==> src/rtl/ipc_mbox_pkg.sv <==
package ipc_mbox_pkg;
  localparam int unsigned EN_STRIDE  = 4;
  localparam int unsigned DONE_OFS   = 2;
  localparam int unsigned CLR_BASE   = 'h10;
  localparam int unsigned PEND_BASE  = 'h18;
  localparam int unsigned GRP_STRIDE = 16;
  localparam int unsigned SET_OFS    = 'h60;
  localparam int unsigned SLOT_BASE  = 'h400;

  typedef enum logic [2:0] {
    K_NONE, K_EN, K_DONE, K_CLR, K_PEND, K_SET, K_SLOT
  } reg_kind_e;
endpackage

==> src/rtl/mbox_addr_dec.sv <==
module mbox_addr_dec
  import ipc_mbox_pkg::*;
#(
  parameter int unsigned ADDR_W    = 11,
  parameter int unsigned N_CPU     = 4,
  parameter int unsigned N_CHAN    = 8,
  parameter int unsigned MSG_BYTES = 8,
  localparam int unsigned CPU_W    = (N_CPU > 1) ? $clog2(N_CPU) : 1,
  localparam int unsigned SLOT_W   = $clog2(N_CHAN * MSG_BYTES)
) (
  input  logic [ADDR_W-1:0] addr_i,
  output reg_kind_e         kind_o,
  output logic [CPU_W-1:0]  cpu_o,
  output logic [SLOT_W-1:0] slot_o
);
  localparam int unsigned SLOT_END = SLOT_BASE + N_CHAN * MSG_BYTES;

  always_comb begin
    kind_o = K_NONE;
    cpu_o  = '0;
    slot_o = addr_i[SLOT_W-1:0];
    for (int c = 0; c < N_CPU; c++) begin
      if (addr_i == ADDR_W'(EN_STRIDE * c)) begin
        kind_o = K_EN; cpu_o = CPU_W'(c);
      end
      if (addr_i == ADDR_W'(EN_STRIDE * c + DONE_OFS)) begin
        kind_o = K_DONE; cpu_o = CPU_W'(c);
      end
      if (addr_i == ADDR_W'(CLR_BASE + GRP_STRIDE * c)) begin
        kind_o = K_CLR; cpu_o = CPU_W'(c);
      end
      if (addr_i == ADDR_W'(PEND_BASE + GRP_STRIDE * c)) begin
        kind_o = K_PEND; cpu_o = CPU_W'(c);
      end
    end
    if (addr_i == ADDR_W'(SET_OFS)) kind_o = K_SET;
    if (addr_i >= ADDR_W'(SLOT_BASE) && addr_i < ADDR_W'(SLOT_END)) kind_o = K_SLOT;
  end
endmodule

==> src/rtl/mbox_cpu_ctrl.sv <==
module mbox_cpu_ctrl #(
  parameter int unsigned N_CHAN = 8
) (
  input  logic              clk_i,
  input  logic              rst_ni,
  input  logic              en_we_i,
  input  logic              set_we_i,
  input  logic              clr_we_i,
  input  logic [N_CHAN-1:0] wdata_i,
  output logic [N_CHAN-1:0] en_o,
  output logic [N_CHAN-1:0] pend_o,
  output logic              irq_o
);
  logic [N_CHAN-1:0] en_q, pend_q;

  always_ff @(posedge clk_i or negedge rst_ni) begin
    if (!rst_ni) begin
      en_q   <= '0;
      pend_q <= '0;
    end else begin
      if (en_we_i) en_q <= wdata_i;
      if (set_we_i)      pend_q <= pend_q | (wdata_i & en_q);
      else if (clr_we_i) pend_q <= pend_q & ~wdata_i;
    end
  end

  assign en_o   = en_q;
  assign pend_o = pend_q;
  assign irq_o  = |pend_q;

  a_r4_set_raises: assert property (@(posedge clk_i) disable iff (!rst_ni)
    set_we_i |=> ((pend_o & $past(wdata_i & en_o)) == $past(wdata_i & en_o)));
  a_r4_only_set_raises: assert property (@(posedge clk_i) disable iff (!rst_ni)
    !set_we_i |=> ((pend_o & ~$past(pend_o)) == '0));
  a_r5_clr_drops: assert property (@(posedge clk_i) disable iff (!rst_ni)
    (clr_we_i && !set_we_i) |=> ((pend_o & $past(wdata_i)) == '0));
  a_r3_en_hold: assert property (@(posedge clk_i) disable iff (!rst_ni)
    !en_we_i |=> $stable(en_o));
  a_r8_en_keeps_pend: assert property (@(posedge clk_i) disable iff (!rst_ni)
    (en_we_i && !set_we_i && !clr_we_i) |=> $stable(pend_o));
  a_r7_irq_fall_on_clr: assert property (@(posedge clk_i) disable iff (!rst_ni)
    $fell(irq_o) |-> $past(clr_we_i));
endmodule

==> src/rtl/mbox_msg_store.sv <==
module mbox_msg_store #(
  parameter int unsigned N_CHAN    = 8,
  parameter int unsigned MSG_BYTES = 8,
  localparam int unsigned DEPTH    = N_CHAN * MSG_BYTES,
  localparam int unsigned SLOT_W   = $clog2(DEPTH)
) (
  input  logic              clk_i,
  input  logic              rst_ni,
  input  logic              we_i,
  input  logic [SLOT_W-1:0] idx_i,
  input  logic [7:0]        wdata_i,
  output logic [7:0]        rdata_o
);
  logic [7:0] mem_q [DEPTH];

  always_ff @(posedge clk_i or negedge rst_ni) begin
    if (!rst_ni) begin
      for (int i = 0; i < DEPTH; i++) mem_q[i] <= '0;
    end else if (we_i) begin
      mem_q[idx_i] <= wdata_i;
    end
  end

  assign rdata_o = mem_q[idx_i];

  a_r2_slot_write: assert property (@(posedge clk_i) disable iff (!rst_ni)
    (we_i ##1 (idx_i == $past(idx_i))) |-> (rdata_o == $past(wdata_i)));
  a_r2_slot_hold: assert property (@(posedge clk_i) disable iff (!rst_ni)
    (!we_i ##1 $stable(idx_i)) |-> $stable(rdata_o));
endmodule

==> src/rtl/ipc_mailbox.sv <==
module ipc_mailbox
  import ipc_mbox_pkg::*;
#(
  parameter int unsigned ADDR_W    = 11,
  parameter int unsigned DATA_W    = 8,
  parameter int unsigned N_CPU     = 4,
  parameter int unsigned N_CHAN    = 8,
  parameter int unsigned MSG_BYTES = 8
) (
  input  logic              clk_i,
  input  logic              rst_ni,
  input  logic [ADDR_W-1:0] addr_i,
  input  logic [DATA_W-1:0] wdata_i,
  input  logic              we_i,
  input  logic              re_i,
  output logic [DATA_W-1:0] rdata_o,
  output logic [N_CPU-1:0]  irq_o
);
  localparam int unsigned CPU_W  = (N_CPU > 1) ? $clog2(N_CPU) : 1;
  localparam int unsigned SLOT_W = $clog2(N_CHAN * MSG_BYTES);

  reg_kind_e         kind;
  logic [CPU_W-1:0]  cpu;
  logic [SLOT_W-1:0] slot;
  logic [N_CHAN-1:0] en   [N_CPU];
  logic [N_CHAN-1:0] pend [N_CPU];
  logic [7:0]        slot_rd;
  logic              set_we;

  mbox_addr_dec #(
    .ADDR_W(ADDR_W), .N_CPU(N_CPU), .N_CHAN(N_CHAN), .MSG_BYTES(MSG_BYTES)
  ) i_dec (
    .addr_i(addr_i), .kind_o(kind), .cpu_o(cpu), .slot_o(slot)
  );

  assign set_we = we_i && (kind == K_SET);

  for (genvar c = 0; c < N_CPU; c++) begin : g_cpu
    mbox_cpu_ctrl #(.N_CHAN(N_CHAN)) i_ctrl (
      .clk_i   (clk_i),
      .rst_ni  (rst_ni),
      .en_we_i (we_i && kind == K_EN  && cpu == CPU_W'(c)),
      .set_we_i(set_we),
      .clr_we_i(we_i && kind == K_CLR && cpu == CPU_W'(c)),
      .wdata_i (wdata_i[N_CHAN-1:0]),
      .en_o    (en[c]),
      .pend_o  (pend[c]),
      .irq_o   (irq_o[c])
    );
  end

  mbox_msg_store #(.N_CHAN(N_CHAN), .MSG_BYTES(MSG_BYTES)) i_store (
    .clk_i  (clk_i),
    .rst_ni (rst_ni),
    .we_i   (we_i && kind == K_SLOT),
    .idx_i  (slot),
    .wdata_i(wdata_i[7:0]),
    .rdata_o(slot_rd)
  );

  always_comb begin
    rdata_o = '0;
    if (re_i) begin
      unique case (kind)
        K_EN:    rdata_o = DATA_W'(en[cpu]);
        K_DONE:  rdata_o = DATA_W'(~en[cpu]);
        K_PEND:  rdata_o = DATA_W'(pend[cpu]);
        K_SLOT:  rdata_o = DATA_W'(slot_rd);
        default: rdata_o = '0;
      endcase
    end
  end

  a_r9_idle_read_zero: assert property (@(posedge clk_i) disable iff (!rst_ni)
    !re_i |-> (rdata_o == '0));
endmodule

==> config.mk <==
export PLATFORM = sky130hd
export DESIGN_NAME = ipc_mailbox
export DESIGN_NICKNAME = d
export VERILOG_FILES = /design/src/rtl/ipc_mbox_pkg.sv /design/src/rtl/mbox_addr_dec.sv /design/src/rtl/mbox_cpu_ctrl.sv /design/src/rtl/mbox_msg_store.sv /design/src/rtl/ipc_mailbox.sv
export SDC_FILE = /design/constraint.sdc
export NUM_CORES = 1
export LEC_CHECK = 0
export BUFFER_PORTS_ARGS = -buffer_cell sky130_fd_sc_hd__buf_4
export CELL_PAD_IN_SITES_DETAIL_PLACEMENT = 0
export CELL_PAD_IN_SITES_GLOBAL_PLACEMENT = 1
export CORE_MARGIN = 4
export CORE_UTILIZATION = 40
export DETAILED_ROUTE_END_ITERATION = 8
export PLACE_DENSITY = 0.76
export SLEW_MARGIN = 40
export SYNTH_ARGS = -nofsm -noshare
export SYNTH_HDL_FRONTEND = slang
export SYNTH_SLANG_ARGS = --single-unit
==> constraint.sdc <==
create_clock -name clk_i -period 2.25 [get_ports clk_i]
set_clock_uncertainty 0.15 [all_clocks]
set_input_delay 0.1125 -clock clk_i [delete_from_list [all_inputs] [get_ports clk_i]]
set_output_delay 0.1125 -clock clk_i [all_outputs]
set_load 0.05 [all_outputs]
---- After elaboration in Yosys (flattened, before gate mapping) ----
Index checks and enable logic that the tools add are counted.
storage, ports and cells
  bits in registers ....................... 576
  output and inout bits ................... 12
  logic and storage cells ................. 194
operators by class
  magnitude comparators ................... 5
  equal/unequal tests ..................... 25
  multiplexer cells ....................... 52
  bitwise operators ....................... 16
  reductions and logical operators ........ 24
operators with widths
  cell                                                 count
  bitwise mux 512 bit                                  1
  two-way mux 8 bit                                    16
  bitwise AND 8 bit                                    8
  two-way mux 3 bit                                    17
  binary-select mux 8 bit (select 6 bit)               1
  demux 8 bit (select 6 bit)                           1
  == test 11 x 4 -> 1 bit (second input constant)      4
  == test 11 x 6 -> 1 bit (second input constant)      4
  == test 11 x 7 -> 1 bit (second input constant)      3
  binary-select mux 8 bit (select 2 bit)               2
  OR 8 bit                                             4
  case mux 8 bit (4 select lines)                      1
  OR reduction 8 bit                                   4
  == test 11 x 3 -> 1 bit (second input constant)      2
  == test 11 x 5 -> 1 bit (second input constant)      2
  two-way mux 2 bit                                    8
  inverter 8 bit                                       2
  logical AND 1 bit                                    14
  == test 11 x 2 -> 1 bit (second input constant)      1
  >= comparator 11 bit (second input constant)         1
  zero test 11 bit                                     1
  less-than comparator 11 bit (second input constant)  1
  == test 3 bit (second input constant)                3
  nonzero test 2 bit                                   4
  other kinds (11)                                     17

---- Depth between registers and ports, before layout ----
  depth after elaboration ................. 24
  depth in mapped cells ................... 12

---- By module ----
A second synthesis with hierarchy kept.
unflattened totals
  cell total of the unflattened synthesis .. 2080
  area, all modules ....................... 27500.1 µm²
modules (own cells, without submodules)
  module          times used  cells an instance  area an instance (µm²)
  mbox_msg_store  1           1751               23699.0
  mbox_cpu_ctrl   4           54                 696.9
  ipc_mailbox     1           68                 734.5
  mbox_addr_dec   1           45                 279.0

---- Least setup slack after synthesis ----
OpenSTA, ideal clock, no wires.
  path type ............................... input -> output
  start point ............................. in addr_i[10]
  end point ............................... out rdata_o[6]
  arrival ................................. 2.738 ns
  data required time ...................... 1.987 ns
  setup slack ............................. -0.751 ns
  cell stages on the path ................. 8
  buffers on the path ..................... 2
  cells stage by stage .................... buf_4 or4_4 a2111oi_4 buf_4 a222oi_1 a21boi_2 mux2i_1 a31oi_1
on the way
  word-level cells in the longest chain between the ends .. 22
  elaborated cells between the ends (all ways) .. 64
RTL lines
  what                                         RTL line             RTL
  start, declared                              ipc_mailbox.sv:12    input logic [ADDR_W-1:0] addr_i,
  zero test 11 bit                             mbox_addr_dec.sv:23  if (addr_i == ADDR_W'(EN_STRIDE * c)) begin
  two-way mux 1 bit                            mbox_addr_dec.sv:23
  two-way mux 3 bit                            mbox_addr_dec.sv:26  if (addr_i == ADDR_W'(EN_STRIDE * c + DONE_OFS)) begin
  two-way mux 3 bit                            mbox_addr_dec.sv:29  if (addr_i == ADDR_W'(CLR_BASE + GRP_STRIDE * c)) begin
  two-way mux 3 bit                            mbox_addr_dec.sv:32  if (addr_i == ADDR_W'(PEND_BASE + GRP_STRIDE * c)) begin
  two-way mux 3 bit                            mbox_addr_dec.sv:23
  two-way mux 3 bit                            mbox_addr_dec.sv:26
  two-way mux 3 bit                            mbox_addr_dec.sv:29
  (+6 left out)                                -
  two-way mux 3 bit                            mbox_addr_dec.sv:26
  two-way mux 3 bit                            mbox_addr_dec.sv:29
  two-way mux 3 bit                            mbox_addr_dec.sv:32
  two-way mux 3 bit                            mbox_addr_dec.sv:36  if (addr_i == ADDR_W'(SET_OFS)) kind_o = K_SET;
  two-way mux 3 bit                            mbox_addr_dec.sv:37  if (addr_i >= ADDR_W'(SLOT_BASE) && addr_i < ADDR_W'(SLOT_END)) kind_o = K_SLOT;
  == test 3 bit, or another cell as far along  ipc_mailbox.sv:64    unique case (kind)
  case mux 8 bit (4 select lines) (*)          ipc_mailbox.sv:64
  two-way mux 8 bit (*)                        ipc_mailbox.sv:63    if (re_i) begin
  end, declared                                ipc_mailbox.sv:16    output logic [DATA_W-1:0] rdata_o,
Every way passes the cells marked *; elsewhere a longest branch is shown, timed or not. The select of a mux whose other input is x is not followed.

---- Worst setup path in the final report ----
  start point ............................. reg i_store.mem_q[101] (netlist name)
  end point ............................... out rdata_o[5]
on the way
  word-level cells in the longest chain between the ends .. 5
RTL lines
  what                                                   RTL line              RTL
  start, declared                                        mbox_msg_store.sv:14  logic [7:0] mem_q [DEPTH];
  start signal, assigned by index                        mbox_msg_store.sv:20  mem_q[idx_i] <= wdata_i;
  binary-select mux 8 bit (select 6 bit)                 mbox_msg_store.sv:24  assign rdata_o = mem_q[idx_i];
  two-way mux 8 bit (implied by the code) (2 in series)  mbox_msg_store.sv:24
  case mux 8 bit (4 select lines)                        ipc_mailbox.sv:64
  two-way mux 8 bit                                      ipc_mailbox.sv:63
No other way between the ends. The select of a mux whose other input is x is not followed.

==> metrics.yaml <==
yosys:
  synth_top_family_by_area: "multiplexers"
  synth_xor_area_share_pct: 0
  postSynthAreaPerCell_um2: 13.6
  synth_nets: 2107
  synthArstFlopShare_pct: 100
  ys.warnings.count: 0
  synth_top_cell_by_area: "dfrtp_1"
  synthCells: 2084
  synth_fa_ha_area_share_pct: 0
  synth_compound_area_share_pct: 9.41
  synth.most_common_cell: "dfrtp_1"
  synth_seq_cells: 576
  ys_seq_area_share_pct: 50.9
  syn-cell-area_mm2: 0.0283
  synth_top_area_share_pct: 50.9
  synth_cell_types: 80
  synth-simple-area-share_pct: 8.08
  yosys-top-cells-count: "576 x dfrtp_1, 563 x mux2_2, 88 x clkbuf_1"
  synth_mux_area_share_pct: 28.7
  ys_top_cells_by_area: "dfrtp_1 51%, mux2_2 22%, mux4_2 2.5%"
  synthFlopType: "dfrtp_1"
  synth_edf_count: 0
global_route:
  antenna_found_initial: 1
  grt_pass1_wl_mm: 139
  track_usage_pct: 24.1
  globalRouteOverflowTotal: 0
  grt_pass1_vias: 21300
  grt_max_degree: 90
detailed_routing:
  drtIter0Drc: 1772
  drt_pass1_iterations: 6
  drc: 0
  vias: 20200
  viasPerCell: 5.89
  wl_per_cell_um: 26.5
  wl_mm: 90.7
  ant_nets: 0
setup_path:
  r2r-end: "i_store.mem_q[224]"
  startpoint: "i_store.mem_q[101]"
  rrSetupSlack_ns: 0.96
  cp_max_fo: 2
  slowest_stage: "mux4_2"
  crit_top_cell: "buf_6"
  cp_cell_sequence: "mux2i_1 -> mux4_2 -> o21ai_2 -> buf_6 -> nand4b_1 -> a211o_1 -> a31oi_4 -> buf_6"
  critPathArrivalTime_ns: 2.94
  critical_path_class: "flop to primary output"
  required_ns: 1.99
  crit_family: "compound AO/OA/AOI/OAI gates"
  path_buf_inv: 2
  reg2regPathDepth: 4
  start_kind: "flop"
  rr_startpoint: "i_store.mem_q[224]"
  cp-end-kind: "primary output"
  cpPeakStageDelay_ns: 0.48
placement:
  place_hpwl_mm: 61.9
  pre_cts_slack_ns: -0.855
  finalWeightedCongestion: 0.929
  port_buffers: 34
floorplan:
  io-pin-count: 35
  rows: 97
  fp.dieArea_mm2: 0.0751
  core_mm2: 0.0700
  die_w_um: 274
  start_util_pct: 40.4
  fp.dieH_um: 274
power_and_ir_drop:
  p_leak_nw: 17.5
  vdd_ir_drop_max_v: 0.000623
  powerDensity_mw_per_mm2: 621
sta:
  rsz0062_at_grt: "true"
  fin_crit_ns: 3.20
  finalMaxSlewViolations: 0
  clock.fmax_ghz: 0.312
  fin_crit_sh_pct: 142
  setup_slack_ns: -0.953
  tns_ns: -5.87
  hold_viol_final: 0
  slew_headroom_pct: 47.0
  setup_viol: 8
  worst_pin_slew_ns: 0.794
clock_network:
  h-tree-depth: 2
  ctsRootBufferMaster: "clkbuf_16"
  clkTransAtPathRegs_ns: 0.06
  clk_latency_ns: 0.63
  cts_tree: "yes"
  cts.sinks: 576
  cts_made_buffers: 60
  clockBufferDepth: 3
job:
  maxCapViolCount: 0
outcome:
  failed_checks: "negative setup slack"
  status: "finished with violations"
finish:
  utilization_pct: 52.1
  fin_nets: 2458
  fillers: 5790
  seq_area_mm2: 0.0144
  drive_above_1_share_pct: 53.9
  multi_input_area_mm2: 0.0146
  syn_to_final_growth_pct: 29.0
min_path:
  worstHoldPathType: "input pin to async pin"
## state kept, by name, summed over array words and instances, names as in the netlist
register	cells
i_store.mem_q	512
g_cpu.i_ctrl.en_o	32
g_cpu.i_ctrl.pend_o	32
## timing repair
action                                  4_1_cts  5_1_grt
hold buffers                                 10        0
endpoints found under the setup margin        8        8
hold endpoints to repair                    711        0
setup buffers                                 9        6
resized for setup                            43       44
cloned                                        0        0
pin swaps                                    29       27
## worst max-delay path by stage
stage                 endpoint  cells after the start
floorplan           rdata_o[7]                      8
global placement    rdata_o[1]                      9
detailed placement  rdata_o[1]                      9
CTS                 rdata_o[5]                      8
global route        rdata_o[5]                      8
finish              rdata_o[5]                      8
## power breakdown
group          leakage (nW)  switching, W  internal (W)
registers              8.04     0.0000533        0.0104
clock network         0.988       0.00428       0.00588
logic                  8.49       0.00123      0.000769
total                  17.5       0.00557        0.0171
## kinds of logic after synthesis
kind of cell | count (synthesis)
flip-flops | 576
buffers and inverters | 173
AND/OR/NAND/NOR | 290
multiplexers | 696
AO/OA/AOI/OAI | 349
## cells in the final DEF, fill, tap and decap left out, types with 10 or more instances in the layout
cell type	count
buf_4	371
clkbuf_1	14
nor2b_1	23
dfrtp_1	576
buf_6	15
a222oi_1	16
clkbuf_16	62
o2bb2ai_1	33
nand2_1	62
nor2_8	32
mux2_4	278
buf_12	58
mux2_2	318
mux4_2	32
o221ai_1	32
clkinv_2	14
a2bb2oi_1	13
a211oi_1	20
o21ai_0	12
mux2i_1	58
nor2_2	10
nor2_1	30
a21oi_1	51
nor2_4	18
o22ai_1	47
nand2b_1	16
## layer usage
metal | GRT usage (%) | share of wire (%) | vias to the layer above | wire, um
met5 | 0 | 0.014 | - | 13
met4 | 8.74 | 3.9 | 2 | 3540
met3 | 4.34 | 6.3 | 209 | 5750
met2 | 38.4 | 47 | 792 | 42400
met1 | 33.2 | 43 | 10600 | 38900
li1 | - | - | 8549 | -
## through the flow
step                      cell area, um2  hold WS (ns)  total power, W  std cells
after global routing               36500        0.0822          0.0233       3423
final                              36500        0.0756          0.0227       3424
after detailed placement           33900        -0.117          0.0126       3288
after global placement             33900       -0.0955          0.0125       3288
after floorplan                    29700        -0.333          0.0116       2084
after CTS                          36200        0.0751          0.0227       3417
## worst reg2reg max path, cell delays in order (launching register included)
cell and delay (ns):
dfrtp_1 0.39, buf_4 0.14, buf_4 0.13, buf_4 0.12, mux2_4 0.25
## final cells by class
type,instances,area share [%]
Antenna cell,1,0.00686
Timing Repair Buffer,456,11.6
Tap cell,940,3.22
Clock buffer,84,4.70
Clock inverter,26,0.785
Sequential cell,576,39.5
Multi-Input combinational cell,1335,40.1
Inverter,6,0.0617
Note: power is estimated with default switching activity, not from simulation.
